===== src/rtl/gpio_alias_pkg.sv =====
package gpio_alias_pkg;
  typedef enum logic [1:0] {
    WIN_PLAIN = 2'd0,
    WIN_FLIP  = 2'd1,
    WIN_SET   = 2'd2,
    WIN_CLR   = 2'd3
  } win_e;

  typedef enum logic [1:0] {
    SEL_LEVEL  = 2'd0,
    SEL_DRIVE  = 2'd1,
    SEL_STATUS = 2'd2,
    SEL_NONE   = 2'd3
  } sel_e;

  localparam int WIN_LSB = 12;
  localparam int SEL_LSB = 2;

  function automatic logic [31:0] alias_apply(input win_e w, input logic [31:0] cur,
                                              input logic [31:0] msk);
    case (w)
      WIN_PLAIN: alias_apply = msk;
      WIN_FLIP:  alias_apply = cur ^ msk;
      WIN_SET:   alias_apply = cur | msk;
      default:   alias_apply = cur & ~msk;
    endcase
  endfunction
endpackage


===== src/rtl/gpio_alias_decode.sv =====
module gpio_alias_decode
  import gpio_alias_pkg::*;
(
  input  logic [15:0] addr,
  output win_e        win,
  output sel_e        sel
);
  assign win = win_e'(addr[WIN_LSB +: 2]);
  assign sel = sel_e'(addr[SEL_LSB +: 2]);
endmodule


===== src/rtl/gpio_alias_reg.sv =====
module gpio_alias_reg
  import gpio_alias_pkg::*;
#(
  parameter int WIDTH = 32
) (
  input  logic             clk,
  input  logic             rst_n,
  input  logic             wr_en,
  input  win_e             win,
  input  logic [31:0]      mask,
  output logic [WIDTH-1:0] q
);
  logic [31:0] cur_ext;
  logic [31:0] nxt_ext;
  assign cur_ext = 32'(q);
  assign nxt_ext = alias_apply(win, cur_ext, mask);

  always_ff @(posedge clk) begin
    if (!rst_n)     q <= '0;
    else if (wr_en) q <= nxt_ext[WIDTH-1:0];
  end
endmodule


===== src/rtl/gpio_sync2.sv =====
module gpio_sync2 #(
  parameter int WIDTH = 32
) (
  input  logic             clk,
  input  logic             rst_n,
  input  logic [WIDTH-1:0] d,
  output logic [WIDTH-1:0] q
);
  logic [WIDTH-1:0] meta;
  always_ff @(posedge clk) begin
    if (!rst_n) begin
      meta <= '0;
      q    <= '0;
    end else begin
      meta <= d;
      q    <= meta;
    end
  end
endmodule


===== src/rtl/gpio_alias_bank.sv =====
module gpio_alias_bank
  import gpio_alias_pkg::*;
#(
  parameter int WIDTH = 32
) (
  input  logic             clk,
  input  logic             rst_n,
  input  logic             req_valid,
  output logic             req_ready,
  input  logic             req_write,
  input  logic [15:0]      req_addr,
  input  logic [31:0]      req_wdata,
  output logic             rsp_valid,
  output logic [31:0]      rsp_rdata,
  input  logic [WIDTH-1:0] pin_in,
  output logic [WIDTH-1:0] pin_out,
  output logic [WIDTH-1:0] pin_oe
);
  win_e win;
  sel_e sel;
  logic acc_wr, acc_rd;
  logic wr_level, wr_drive;
  logic [WIDTH-1:0] level_q, drive_q, status_q;
  logic [31:0] rd_mux;

  gpio_alias_decode u_dec (.addr(req_addr), .win(win), .sel(sel));

  assign req_ready = rst_n;
  assign acc_wr   = req_valid && req_ready && req_write;
  assign acc_rd   = req_valid && req_ready && !req_write;
  assign wr_level = acc_wr && (sel == SEL_LEVEL);
  assign wr_drive = acc_wr && (sel == SEL_DRIVE);

  gpio_alias_reg #(.WIDTH(WIDTH)) u_level (
    .clk(clk), .rst_n(rst_n), .wr_en(wr_level), .win(win), .mask(req_wdata), .q(level_q));
  gpio_alias_reg #(.WIDTH(WIDTH)) u_drive (
    .clk(clk), .rst_n(rst_n), .wr_en(wr_drive), .win(win), .mask(req_wdata), .q(drive_q));
  gpio_sync2 #(.WIDTH(WIDTH)) u_sync (
    .clk(clk), .rst_n(rst_n), .d(pin_in), .q(status_q));

  always_comb begin
    case (sel)
      SEL_LEVEL:  rd_mux = 32'(level_q);
      SEL_DRIVE:  rd_mux = 32'(drive_q);
      SEL_STATUS: rd_mux = 32'(status_q);
      default:    rd_mux = '0;
    endcase
  end

  always_ff @(posedge clk) begin
    if (!rst_n) begin
      rsp_valid <= 1'b0;
      rsp_rdata <= '0;
    end else begin
      rsp_valid <= acc_rd;
      if (acc_rd) rsp_rdata <= rd_mux;
    end
  end

  assign pin_out = level_q;
  assign pin_oe  = drive_q;
endmodule


===== config.mk =====
export PLATFORM = sky130hd
export DESIGN_NAME = gpio_alias_bank
export DESIGN_NICKNAME = d
export VERILOG_FILES = /design/src/rtl/gpio_alias_pkg.sv /design/src/rtl/gpio_alias_decode.sv /design/src/rtl/gpio_alias_reg.sv /design/src/rtl/gpio_sync2.sv /design/src/rtl/gpio_alias_bank.sv
export SDC_FILE = /design/constraint.sdc
export NUM_CORES = 1
export LEC_CHECK = 0
export BUFFER_PORTS_ARGS = -buffer_cell sky130_fd_sc_hd__buf_2
export CORE_MARGIN = 2
export CORE_UTILIZATION = 44
export DETAILED_ROUTE_END_ITERATION = 12
export PLACE_DENSITY = 0.66
export SYNTH_ARGS = -nofsm -noshare
export SYNTH_HDL_FRONTEND = slang
export SYNTH_SLANG_ARGS = --single-unit

===== constraint.sdc =====
create_clock -name clk -period 3.07 [get_ports clk]
set_input_delay 0.307 -clock clk [delete_from_list [all_inputs] [get_ports clk]]
set_output_delay 0.307 -clock clk [all_outputs]
set_load 0.03 [all_outputs]

==> results of run 1 <==
-- flip-flops by register name (all words and copies together) (netlist names) --
| name | count |
|---|---|
| rsp_rdata | 32 |
| u_drive.q | 32 |
| u_level.q | 32 |
| u_sync.meta | 32 |
| u_sync.q | 32 |
| rsp_valid | 1 |
-- stage by stage --
step	total power, mW	instances	setup slack (ns)	hold slack [ns]
global placement	2.83	1214	0.826	0.414
detailed placement	2.86	1214	0.748	0.418
global route	5.17	1246	1.11	0.0712
floorplan	2.67	816	1.42	0.412
finish	4.97	1246	1.22	0.0834
CTS	5.02	1246	1.22	0.0654
-- Yosys cell counts (4+ instances only) --
cell type | number | area share [%]
ha_1 | 128 | 18
buf_2 | 33 | 1.8
a22o_1 | 92 | 8.8
o2bb2ai_1 | 32 | 3.1
inv_1 | 158 | 6.5
o211ai_1 | 4 | 0.33
clkbuf_1 | 11 | 0.45
nand2b_1 | 4 | 0.27
buf_4 | 4 | 0.33
a311oi_1 | 4 | 0.38
a21oi_1 | 5 | 0.27
and2_1 | 66 | 4.5
nor2_1 | 5 | 0.21
mux4_2 | 60 | 15
a211o_1 | 4 | 0.38
buf_6 | 5 | 0.62
dfxtp_1 | 161 | 35
mux2i_1 | 32 | 3.5
-- logic make-up (layout without fill, tap and decap cells) --
family,Yosys count,in the layout
buf+inv,213,373
simple gates,78,78
compound gates,144,144
flops,161,161
mux,92,92
fa+ha+maj,128,128
-- cells in the final DEF (no fill, tap or decap), types with 5 or more instances in the layout --
master,count
buf_2,167
dfxtp_1,161
inv_1,158
ha_1,128
a22o_1,92
and2_1,64
mux4_2,60
mux2i_1,32
o2bb2ai_1,32
clkbuf_16,17
buf_4,15
nor2_1,5
clkinv_4,5
-- metal layers --
metal | share of wire, % | vias up | GRT usage, %
met5 | 0 | - | 0
li1 | - | 3127 | -
met4 | 1.1 | 0 | 5.71
met2 | 50 | 134 | 35.9
met1 | 44 | 3240 | 25.7
met3 | 4.8 | 17 | 4.72
-- where the power goes --
group | internal [mW] | switching, mW | total [mW] | leakage (nW)
combinational | 0.287 | 0.338 | 0.625 | 3.58
sequential | 2.15 | 0.0351 | 2.18 | 1.31
clock | 1.27 | 0.890 | 2.16 | 0.294
total | 3.71 | 1.26 | 4.97 | 5.19
-- how the worst max path moves through the flow --
stage,startpoint,to
3_3_place_gp,rst_n,u_drive.q[23]
6_report,rst_n,u_drive.q[0]
3_5_place_dp,rst_n,u_drive.q[18]
4_1_cts,rst_n,u_drive.q[18]
5_1_grt,rst_n,u_drive.q[18]
2_1_floorplan,u_level.q[30],u_level.q[30]
-- worst max-delay path, stage by stage --
cell and delay, ns:
buf_2 0.36, inv_1 0.31, a31oi_4 0.95, a22o_1 0.28
-- cell type report --
type,instances,area share [%]
inverter,158,5.51
tap,270,3.14
multi-input combinational,442,46.9
timing repair buffer,183,8.99
sequential,161,29.9
clock buffer,21,4.37
clock inverter,11,1.21
==> flow_summary_export.csv, run 1 <==
group,metric,value,unit
logic_synthesis,yosys_warnings,0,
logic_synthesis,synth_top_family_by_area,"multiplexers",
worst_setup_path,criticalPathCategory,"in -> reg",
clocking,hold_buffers,0,
worst_setup_path,reg2reg_to,"u_drive.q[30]",
global_routing,grt_start_max_net_pins,52,
floorplanning,die_y,148,um
route,drc_errors,0,
clocking,cts_root_buf,"clkbuf_16",
worst_setup_path,end_kind,"register",
min_path,hold_end,"u_sync.meta[29]",
route,ant_nets,0,
sta,fmax,540,MHz
logic_synthesis,ys_types,26,
global_routing,grt_usage,20.6,%
logic_synthesis,synth_adder_area_share,17.5,%
worst_setup_path,worstRegToRegCells,4,
floorplanning,pin_count,182,
sta,min_period_over_period,60.3,%
outcome,status,"completed",
logic_synthesis,synthFlopType,"dfxtp_1",
floorplanning,row_count,52,
clocking,h-tree-depth,4,
finish,syn_to_final_growth,18.0,%
route,via_per_inst,5.23,
finish,multiInputGateArea,0.00504,mm^2
clocking,ctsResizeCount,0,
global_routing,antenna_found_initial,0,
placed_design,gp_congestion,0.747,
global_routing,grt_overflow,0,
sta,slew_viol_final,0,
logic_synthesis,synth_enable_flop_cells,0,
finish,diodes,0,
route,finalWirelength,22.2,mm
logic_synthesis,netlist_area,0.00913,mm^2
finish,drive_gt1_share,28.8,%
logic_synthesis,syn_inst,816,
job,cap_violations,0,
clocking,post-cts-setup-buffers,0,
sta,tightest_slew,1.12,ns
sta,skew,0.0114,ns
logic_synthesis,syn_area_per_cell,11.2,um^2
sta,period_minus_slack,1.85,ns
logic_synthesis,synth_nets,1028,
clocking,clkTransAtPathRegs,0.07,ns
floorplanning,start_util,45.0,%
sta,rsz0062_at_grt,"no",
sta,fin_tns_setup,0,ns
logic_synthesis,synthArstFlopShare,0,%
sta,finalHoldViolCount,0,
sta,relSlewSlack,25.1,%
logic_synthesis,ys_ff_latch,161,
floorplanning,die_w,148,um
route,drt_iter0_drc,248,
clocking,clk_latency,0.42,ns
logic_synthesis,synthMuxAreaShare,18.3,%
placed_design,hpwlAfterDp,14.8,mm
finish,fillCellCount,1828,
sta,setup_viol,0,
power_and_ir_drop,cellPowerDensity,461,mW/mm^2
floorplanning,fp.coreArea,0.0203,mm^2
worst_setup_path,worstPathRequired,3.43,ns
worst_setup_path,crit_fanout,28,
finish,stdcell_area,0.0108,mm^2
logic_synthesis,seq_area_frac_synth,35.3,%
route,drt_first_pass_iters,4,
logic_synthesis,synth-simple-area-share,5.32,%
route,wl_per_cell,17.8,um
power_and_ir_drop,ir_drop,0.000330,V
floorplanning,dieArea,0.0219,mm^2
global_routing,grt_pass1_wl,34.8,mm
clocking,cts_made_buffers,17,
finish,postLayoutCoreUtil,53.0,%
worst_setup_path,worstPathArrival,2.21,ns
logic_synthesis,synthXorXnorAreaFrac,0,%
finish,nets,1175,
clocking,tritoncts,"built",
worst_setup_path,crit_path_start_kind,"input port",
route,num_vias,6518,
placed_design,dpl_cell_area,0.0102,mm^2
min_path,hold_class,"in -> reg",
finish,seq_area,0.00322,mm^2
power_and_ir_drop,p_leak,5.19,nW
worst_setup_path,reg2reg_from,"u_drive.q[30]",
min_path,hold_depth,2,
logic_synthesis,synth-compound-area-share,13.7,%
min_path,hold_start,"pin_in[29]",
global_routing,grt_pass1_vias,6466,
clocking,max-clock-path-buffers,2,
worst_setup_path,reg2reg_setup_slack,1.45,ns
placed_design,io_buffers,169,
clocking,numClockSinks,161,
(Power assumes the default switching activity.)
==> inputs of run 2 (changes only) <==
--- a/config.mk
+++ b/config.mk
@@ -9,7 +9,7 @@
 export CORE_MARGIN = 2
 export CORE_UTILIZATION = 44
 export DETAILED_ROUTE_END_ITERATION = 12
-export PLACE_DENSITY = 0.66
+export PLACE_DENSITY = 0.69
 export SYNTH_ARGS = -nofsm -noshare
 export SYNTH_HDL_FRONTEND = slang
 export SYNTH_SLANG_ARGS = --single-unit
==> constraint.sdc (replaced) <==
create_clock -name clk -period 1.6 [get_ports clk]
set_input_delay 0.16 -clock clk [delete_from_list [all_inputs] [get_ports clk]]
set_output_delay 0.16 -clock clk [all_outputs]
set_load 0.03 [all_outputs]
==> run 2 against run 1 <==
Compared with the run above: core utilization is 2.7 points higher; clock-buffer cell count stayed put; sequential share of layout area fell by 0.96 points; setup slack lost 1.1 ns; sequential power grew 92%; final cell count increased by 4.3%; combinational power up 110%; non-clock buffer count increased by 53; clock skew is essentially flat.
==> flow_summary_export.csv, run 2 (synthesis gave the netlist of run 1 again) <==
group,metric,value,unit
outcome,status,"completed",
floorplanning,die_y,148,um
placed_design,hpwlAfterDp,15.2,mm
sta,skew,0.0117,ns
finish,syn_to_final_growth,23.9,%
worst_setup_path,end_kind,"register",
clocking,clk_latency,0.42,ns
placed_design,dp_cells,1235,
worst_setup_path,worstPathCellList,"inv_1, ha_1, mux4_2, a22o_1",
clocking,tritoncts,"built",
worst_setup_path,reg2reg_from,"u_drive.q[30]",
worst_setup_path,worstPathArrival,1.79,ns
finish,drive_gt1_share,33.4,%
sta,fin_tns_setup,0,ns
worst_setup_path,crit_buf_inv,1,
finish,stdcell_area,0.0113,mm^2
sta,setup_viol,0,
global_routing,grt_pass1_wl,35.9,mm
route,wl_per_cell,17.3,um
min_path,hold_class,"in -> reg",
placed_design,dpl_cell_area,0.0104,mm^2
min_path,hold_depth,2,
worst_setup_path,slowest_delay,0.45,ns
sta,rsz0062_at_grt,"no",
worst_setup_path,worst_path_max_delay_cell,"mux4_2",
route,via_per_inst,5.15,
clocking,numClockSinks,161,
global_routing,grt_usage,21.1,%
sta,tightest_slew,0.875,ns
sta,relSlewSlack,41.7,%
route,drt_iter0_drc,261,
floorplanning,fp.coreArea,0.0203,mm^2
clocking,cts_made_buffers,17,
power_and_ir_drop,cellPowerDensity,823,mW/mm^2
clocking,clkTransAtPathRegs,0.07,ns
global_routing,antenna_found_initial,2,
finish,multiInputGateArea,0.00504,mm^2
finish,stdcell_count,1299,
job,cap_violations,0,
power_and_ir_drop,p_leak,5.45,nW
finish,nets,1228,
route,finalWirelength,22.5,mm
finish,final_cell_mix,"buf_2 (167), inv_1 (158), ha_1 (128)",
worst_setup_path,crit_family,"multiplexers",
placed_design,pre_cts_ws,-0.0390,ns
floorplanning,pin_count,182,
worst_setup_path,worstRegToRegCells,4,
sta,holdWs,0.108,ns
worst_setup_path,reg2reg_to,"u_drive.q[30]",
finish,fillCellCount,1793,
floorplanning,die_w,148,um
route,drt_first_pass_iters,4,
sta,slew_viol_final,0,
min_path,hold_end,"rsp_valid",
power_and_ir_drop,power,9.31,mW
clocking,max-clock-path-buffers,2,
global_routing,grt_pass1_vias,6756,
sta,fmax,674,MHz
finish,seq_area,0.00328,mm^2
min_path,hold_start,"rst_n",
route,drc_errors,0,
power_and_ir_drop,ir_drop,0.000674,V
floorplanning,dieArea,0.0219,mm^2
finish,final_common_cell,"buf_2",
sta,finalHoldViolCount,0,
worst_setup_path,criticalPathCategory,"reg -> reg",
sta,min_period_over_period,92.7,%
floorplanning,row_count,52,
placed_design,gp_congestion,0.782,
route,ant_nets,0,
finish,postLayoutCoreUtil,55.7,%
worst_setup_path,worstPathRequired,1.91,ns
sta,period_minus_slack,1.48,ns
sta,finalWorstSetupSlack,0.117,ns
worst_setup_path,reg2reg_setup_slack,0.12,ns
global_routing,grt_start_max_net_pins,43,
route,num_vias,6695,
floorplanning,start_util,45.0,%
clocking,cts_root_buf,"clkbuf_16",
clocking,h-tree-depth,4,
worst_setup_path,crit_path_start_kind,"register",
worst_setup_path,crit_fanout,5,
global_routing,grt_overflow,0,
placed_design,io_buffers,169,
run 2: timing repair:
action | 4_1_cts | 5_1_grt
setup buffers | 0 | 0
endpoints found under the hold margin | 32 | 0
hold buffers | 32 | 0
gates resized for setup | 0 | 1
setup endpoints to repair | 0 | 1
run 2: how the worst max path moves through the flow:
stage | startpoint | end | slack, ns | cells past startpoint
after floorplan | u_drive.q[0] | u_drive.q[0] | 0.004 | 4
after CTS | u_drive.q[7] | u_drive.q[7] | 0.07 | 4
after global placement | req_valid | u_drive.q[29] | -0.01 | 4
final | u_drive.q[30] | u_drive.q[30] | 0.12 | 4
after detailed placement | rst_n | u_drive.q[22] | -0.04 | 4
after global routing | u_level.q[4] | u_level.q[4] | 0.04 | 4
run 2: power by group:
part           total [mW]  internal [mW]  switching, mW
Sequential           4.19           4.13         0.0662
Clock                3.81           2.12           1.69
Combinational        1.31          0.641          0.669
Total                9.31           6.89           2.43
run 2: final cells by class:
class / instances / area share [%]
antenna: 1 / 0.0221
clock buffer: 21 / 4.16
clock inverter: 10 / 0.686
inverter: 158 / 5.24
multi-input combinational: 442 / 44.6
sequential: 161 / 29.0
tap: 270 / 2.99
timing repair buffer: 236 / 13.3
run 2: layer usage:
layer / routed length [um] / global-route usage [%] / up-vias / part of all wire [%]
met5: 16 / 0 / - / 0.071
met4: 371 / 7.14 / 2 / 1.6
met3: 977 / 4.35 / 22 / 4.3
met2: 11100 / 37.1 / 161 / 50
met1: 10000 / 25.8 / 3273 / 44
li1: - / - / 3237 / -
